--- src/rtl/cmd_pkg.sv ---
package cmd_pkg;
  localparam int WORD_W   = 32;
  localparam int QW_WORDS = 4;
  localparam int QW_BITS  = WORD_W * QW_WORDS;
  localparam int STAT_W   = 16;

  // status bit positions
  localparam int SB_PIS = 10;
  localparam int SB_INT = 11;
  localparam int SB_DMA = 12;
  localparam int SB_BAD = 13;

  // mask bit positions
  localparam int MB_INT = 0;
  localparam int MB_DMA = 1;
  localparam int MB_BAD = 2;

  // control bit positions
  localparam int CB_RST    = 0;
  localparam int CB_CANCEL = 3;

  localparam logic [6:0] OP_MARK = 7'h07;

  typedef enum logic [1:0] {
    PS_IDLE   = 2'd0,
    PS_WAIT   = 2'd1,
    PS_DECODE = 2'd2,
    PS_STALL  = 2'd3
  } pstate_e;

  typedef struct packed {
    logic        irq;
    logic [6:0]  op;
    logic [7:0]  num;
    logic [15:0] imm;
  } cmd_word_t;
endpackage

--- src/rtl/cmd_qfifo.sv ---
module cmd_qfifo #(
  parameter int DEPTH = 4,
  parameter int WORDS = 4,
  parameter int WW    = 32
) (
  input  logic                clk,
  input  logic                rst,
  input  logic                flush,
  input  logic                push,
  input  logic [WORDS*WW-1:0] push_data,
  input  logic                adv,
  output logic                ready,
  output logic                avail,
  output logic [WW-1:0]       word
);
  localparam int AW = (DEPTH > 1) ? $clog2(DEPTH) : 1;
  localparam int CW = $clog2(DEPTH + 1);
  localparam int XW = (WORDS > 1) ? $clog2(WORDS) : 1;

  logic [WORDS*WW-1:0] mem [DEPTH];
  logic [AW-1:0] wp, rp;
  logic [CW-1:0] cnt;
  logic [XW-1:0] widx;
  logic do_push, step, pop;

  function automatic logic [AW-1:0] nxt(input logic [AW-1:0] p);
    return (p == AW'(DEPTH - 1)) ? '0 : p + 1'b1;
  endfunction

  assign ready   = (cnt != CW'(DEPTH));
  assign avail   = (cnt != '0);
  assign do_push = push && ready;
  assign step    = adv && avail;
  assign pop     = step && (widx == XW'(WORDS - 1));
  assign word    = mem[rp][widx*WW +: WW];

  // storage without reset so it can map onto RAM
  always_ff @(posedge clk) begin
    if (do_push) mem[wp] <= push_data;
  end

  always_ff @(posedge clk) begin
    if (rst || flush) begin
      wp   <= '0;
      rp   <= '0;
      cnt  <= '0;
      widx <= '0;
    end else begin
      if (do_push) wp <= nxt(wp);
      if (step)    widx <= (widx == XW'(WORDS - 1)) ? '0 : widx + 1'b1;
      if (pop)     rp <= nxt(rp);
      case ({do_push, pop})
        2'b10:   cnt <= cnt + 1'b1;
        2'b01:   cnt <= cnt - 1'b1;
        default: cnt <= cnt;
      endcase
    end
  end
endmodule

--- src/rtl/cmd_opcheck.sv ---
module cmd_opcheck #(
  parameter int ENGINE_ID = 0
) (
  input  logic [6:0] op,
  output logic       legal
);
  logic base_ok, ext_ok;

  always_comb begin
    base_ok = (op[6:5] == 2'b11) ||
              (op inside {7'h00, 7'h01, 7'h04, 7'h05, 7'h07, 7'h10, 7'h14,
                          7'h17, 7'h20, 7'h30, 7'h31, 7'h4A, 7'h50, 7'h51});
  end

  generate
    if (ENGINE_ID == 1) begin : g_ext
      always_comb ext_ok = op inside {7'h02, 7'h03, 7'h06, 7'h11, 7'h13, 7'h15};
    end else begin : g_noext
      assign ext_ok = 1'b0;
    end
  endgenerate

  assign legal = base_ok | ext_ok;
endmodule

--- src/rtl/cmd_fetch_ctrl.sv ---
module cmd_fetch_ctrl
  import cmd_pkg::*;
#(
  parameter int FIFO_DEPTH = 4,
  parameter int ENGINE_ID  = 0
) (
  input  logic               clk,
  input  logic               rst,
  input  logic               qw_valid,
  input  logic [QW_BITS-1:0] qw_data,
  output logic               qw_ready,
  input  logic               ctrl_wr,
  input  logic [3:0]         ctrl_wdata,
  input  logic               mask_wr,
  input  logic [2:0]         mask_wdata,
  output logic [2:0]         mask_q,
  output logic [STAT_W-1:0]  status,
  output logic [WORD_W-1:0]  code,
  output logic               exec_valid,
  output logic [6:0]         exec_op,
  output logic [7:0]         exec_num,
  output logic [15:0]        exec_imm,
  input  logic               exec_done,
  input  logic               dma_err
);
  pstate_e state_q;
  logic [WORD_W-1:0] code_q;
  logic [2:0] mask_r;
  logic noloop_q, st_int, st_pis, st_dma, st_bad;

  logic host_rst, cancel, avail, adv, op_legal;
  logic [WORD_W-1:0] fifo_word;
  logic first_irq, suspend, bad, stall_any;
  cmd_word_t cw;

  assign host_rst = ctrl_wr && ctrl_wdata[CB_RST];
  assign cancel   = ctrl_wr && ctrl_wdata[CB_CANCEL];

  cmd_qfifo #(.DEPTH(FIFO_DEPTH), .WORDS(QW_WORDS), .WW(WORD_W)) u_fifo (
    .clk(clk), .rst(rst), .flush(host_rst),
    .push(qw_valid), .push_data(qw_data), .adv(adv),
    .ready(qw_ready), .avail(avail), .word(fifo_word)
  );

  assign cw = cmd_word_t'(code_q);

  cmd_opcheck #(.ENGINE_ID(ENGINE_ID)) u_opcheck (.op(cw.op), .legal(op_legal));

  // decode view of the held word
  assign first_irq = cw.irq && !noloop_q;
  assign suspend   = first_irq && (cw.op != OP_MARK);
  assign bad       = !suspend && !op_legal;
  assign stall_any = st_dma || st_bad || st_pis;
  assign adv       = ((state_q == PS_WAIT) && exec_done) ||
                     ((state_q == PS_DECODE) && bad);

  always_ff @(posedge clk) begin
    if (rst || host_rst) begin
      state_q  <= PS_IDLE;
      code_q   <= '0;
      mask_r   <= '0;
      noloop_q <= 1'b0;
      st_int   <= 1'b0;
      st_pis   <= 1'b0;
      st_dma   <= 1'b0;
      st_bad   <= 1'b0;
    end else begin
      if (mask_wr) mask_r <= mask_wdata;
      if (cancel) begin
        st_int <= 1'b0;
        st_pis <= 1'b0;
        st_dma <= 1'b0;
        st_bad <= 1'b0;
      end
      case (state_q)
        PS_IDLE, PS_STALL: begin
          if (avail) code_q <= fifo_word;
          if (stall_any)  state_q <= PS_STALL;
          else if (avail) state_q <= PS_DECODE;
          else            state_q <= PS_IDLE;
        end
        PS_DECODE: begin
          if (first_irq) begin
            st_int   <= 1'b1;
            noloop_q <= 1'b1;
            if (!mask_r[MB_INT]) st_pis <= 1'b1;
          end else if (cw.irq) begin
            noloop_q <= 1'b0;
          end
          if (suspend) begin
            state_q <= PS_STALL;
          end else if (bad) begin
            noloop_q <= 1'b0;
            if (!mask_r[MB_BAD]) begin
              st_bad  <= 1'b1;
              state_q <= PS_STALL;
            end else begin
              state_q <= PS_IDLE;
            end
          end else begin
            state_q <= PS_WAIT;
          end
        end
        PS_WAIT: begin
          if (exec_done) begin
            if (dma_err && !mask_r[MB_DMA]) st_dma <= 1'b1;
            noloop_q <= 1'b0;
            state_q  <= PS_IDLE;
          end
        end
        default: state_q <= PS_IDLE;
      endcase
    end
  end

  always_comb begin
    status         = '0;
    status[1:0]    = state_q;
    status[SB_PIS] = st_pis;
    status[SB_INT] = st_int;
    status[SB_DMA] = st_dma;
    status[SB_BAD] = st_bad;
  end

  assign mask_q     = mask_r;
  assign code       = code_q;
  assign exec_valid = (state_q == PS_WAIT);
  assign exec_op    = cw.op;
  assign exec_num   = cw.num;
  assign exec_imm   = cw.imm;
endmodule

--- config.mk ---
export PLATFORM = sky130hd
export DESIGN_NAME = cmd_fetch_ctrl
export DESIGN_NICKNAME = d
export VERILOG_FILES = /design/src/rtl/cmd_pkg.sv /design/src/rtl/cmd_qfifo.sv /design/src/rtl/cmd_opcheck.sv /design/src/rtl/cmd_fetch_ctrl.sv
export SDC_FILE = /design/constraint.sdc
export NUM_CORES = 1
export LEC_CHECK = 0
export BUFFER_PORTS_ARGS = -buffer_cell sky130_fd_sc_hd__buf_2
export CORE_MARGIN = 2
export CORE_UTILIZATION = 39
export DETAILED_ROUTE_END_ITERATION = 10
export SLEW_MARGIN = 20
export SYNTH_ARGS = -nofsm -noshare
export SYNTH_HDL_FRONTEND = slang
export SYNTH_SLANG_ARGS = --single-unit
--- constraint.sdc ---
create_clock -name clk -period 4.8 [get_ports clk]
set_input_delay 0.96 -clock clk [delete_from_list [all_inputs] [get_ports clk]]
set_output_delay 0.96 -clock clk [all_outputs]
set_load 0.01 [all_outputs]
==> flow_metrics.tcl <==
set metrics [dict create \
    timing_max_transition_violations_final 0 \
    synth.cell_area_sq_um 22400 \
    die_w_microns 243 \
    hold-worst-slack_ns 0.454 \
    buf_inv_stages_crit_path 1 \
    vdd_ir_drop_max_v 0.000275 \
    fp.dieArea_sq_um 59200 \
    synth_top_area_share_pct 68.8 \
    route.detailed.vias_per_inst 5.14 \
    primary_flip_flop_cell_chosen_by_synthesis_mapping "sky130_fd_sc_hd__edfxtp_1" \
    nets 1326 \
    leakage_nw 8.67 \
    grt_start_max_net_pins 129 \
    globalRouteTotalUtil_pct 15.2 \
    req_time_crit_path_ns 5.34 \
    timing.setup.tns_ns 0 \
    synthCells 965 \
    synth_enable_flop_cells 512 \
    setup_violation_total_in_the_final_timing_report 0 \
    worst-slew-pin-transition_ns 1.14 \
    dr.pass1.iters 5 \
    cts_num_sinks 565 \
    worst_max_slew_margin_expressed_relative_to_the_limit_pct 23.8 \
    ys_async_sr_fraction_pct 0 \
    drt_iter0_markers 597 \
    tritoncts_clock_tree "built" \
    global_route_wire_length_before_repair_microns 67000 \
    timing.final.ws_setup_ns 1.72 \
    final_cell_mix "sky130_fd_sc_hd__edfxtp_1, sky130_fd_sc_hd__buf_2, sky130_fd_sc_hd__mux4_1, sky130_fd_sc_hd__mux4_2, sky130_fd_sc_hd__clkbuf_16" \
    crit_slowest_cell "sky130_fd_sc_hd__o31ai_1" \
    drc 0 \
    rsz0062_at_grt "no" \
    post-dp-hpwl_microns 25200 \
    rows 87 \
    dpl_cell_area_sq_um 23800 \
    end_kind "register" \
    final.period_utilization_pct 64.1 \
    core-area_sq_um 56500 \
    synth-seq-cells 565 \
    clkSlewWorstSetupHoldPaths_ns 0.06 \
    setup.worst_path.class "reg2reg" \
    cp_cell_sequence "or3_1, o31ai_1, nand4_1, o21ai_2, ha_1, inv_1, fa_1, xor2_1, or3_1, a21oi_1" \
    critPathArrivalTime_ns 3.61 \
    global_route_congestion_overflow_total 0 \
    cts_inserted_buffers 58 \
    outcome "complete, no violations" \
    clockBufferDepth 3 \
    hold_class "reg2reg" \
    die_y_microns 243 \
    final.fill_count 4750 \
    cts_hold_buf 0 \
    boundaryPins 226 \
    gp_congestion 0.724 \
    pwr_density_cell_nw_per_um2 408 \
    totalWireLength_microns 45100 \
    crit_top_cell "sky130_fd_sc_hd__or3_1" \
    ctsRootBufferMaster "sky130_fd_sc_hd__clkbuf_16" \
    cts_resized 0 \
    timing.final.crit_period_ns 3.08 \
    post_route_cells_drive_above_1_share_pct 31.9 \
    num_vias 10200 \
    floorplan.initialDensity_pct 39.6 \
    netlist_top_cells_area "sky130_fd_sc_hd__edfxtp_1, sky130_fd_sc_hd__mux4_1, sky130_fd_sc_hd__mux4_2" \
    post_cts_buffers 0 \
    timing_hold_violations_final 0 \
    achievable_frequency_ghz 0.325 \
    antenna_found_initial 13 \
    layout_commonest_cell "sky130_fd_sc_hd__edfxtp_1" \
    routedWlPerCell_microns 22.7 \
    path_delay_family "simple AND/OR/NAND/NOR gates" \
    postRouteAntennaNets 0 \
    post-synth-top-area-cell "sky130_fd_sc_hd__edfxtp_1" \
    ctsHtreeMaxLevel 2 \
    fin_skew_ns 0.0265 \
    cap_violations 0 \
    cp_slowest_stage_delay_ns 0.46 \
    overall_power_mw 10.5 \
    cp_max_fo 8 \
    worstSetupStartpointType "register" \
    pre_cts_setup_slack_ns 1.71 \
    finish.instance_area_sq_um 25700 \
    synthesis.area_per_instance_sq_um 23.2 \
    layout-area-overhead-vs-synth_pct 14.9 \
    vias_in_the_first_global_route 10500 \
    synth_warnings 0 \
    synth-seq-area-share_pct 73.5 \
    port_buffers 213 \
    clkLatencyLatePin_ns 0.62 \
    synthDistinctLibCells 45 \
]
==> metrics by stage <==
step,std cells,util [%]
3_3_place_gp,1869,42.0
4_1_cts,1979,45.4
5_1_grt,1981,45.4
2_1_floorplan,974,-
6_report,1984,45.4
3_5_place_dp,1869,42.0
==> Yosys cell counts (all sizes together), types with 7 or more instances <==
cell type	number
inv	10
a22o	32
mux4	160
buf	63
mux2i	7
edfxtp	512
nand2	17
ha	10
dfxtp	53
a21oi	11
nor2	12
clkbuf	25
==> final timing paths <==
| check | slack, ns | cells after the start | from | endpoint |
|---|---|---|---|---|
| worst max-delay path | 1.72 | 10 | code[29] | u_fifo.cnt[2] |
| worst min-delay path | 0.45 | 2 | st_int | st_int |
| worst max register to register | 1.72 | 10 | code[29] | u_fifo.cnt[2] |
| worst min register to register | 0.45 | 2 | st_int | st_int |
==> flip-flops by register name, indices dropped and copies added (netlist names), named ones only <==
register     count
st_dma           1
noloop_q         1
st_int           1
st_pis           1
u_fifo.mem     512
u_fifo.cnt       3
st_bad           1
u_fifo.widx      2
state_q          2
u_fifo.wp        2
code            32
mask_q           3
u_fifo.rp        2
==> cell families (layout without fill, tap and decap cells) <==
logic type	after synthesis	after routing	share of synthesized area [%]
AO/OA/AOI/OAI	59	59	2.04
adder cells (fa/ha/maj)	11	11	0.649
multiplexers	168	168	18.2
flip-flops	565	565	73.5
other	1	15	0.0168
XOR/XNOR	2	2	0.0784
AND/OR/NAND/NOR	61	61	1.40
buffers and inverters	98	347	4.08
==> power by group <==
group	leakage (nW)	switching, mW	internal, mW
clock	0.932	1.85	2.59
sequential	5.14	0.0501	5.54
combinational	2.60	0.263	0.193
total	8.67	2.17	8.32
==> worst min-delay path, stage by stage (launching register included) <==
cell	delay (ns)
sky130_fd_sc_hd__dfxtp_1	0.31
sky130_fd_sc_hd__nand2_1	0.05
sky130_fd_sc_hd__a21oi_1	0.05
==> routing by layer <==
layer / wire, microns / GRT usage [%] / vias to the layer above
met5: 81 / 0 / -
met4: 726 / 3.61 / 12
met3: 2730 / 3.91 / 74
met2: 22100 / 25.1 / 277
met1: 19400 / 20.3 / 5295
li1: - / - / 4546
==> final cells by class <==
type / instances / area [sq um] / area share (%)
clock buffer: 80 / 1620 / 6.33
sequential: 565 / 16400 / 64.1
clock inverter: 30 / 284 / 1.11
inverter: 10 / 37.5 / 0.146
timing repair buffer: 227 / 1250 / 4.85
multi-input combinational: 311 / 5080 / 19.8
tap: 756 / 946 / 3.68
antenna: 5 / 12.5 / 0.0487
No activity file was read; power rests on OpenSTA's default activity.
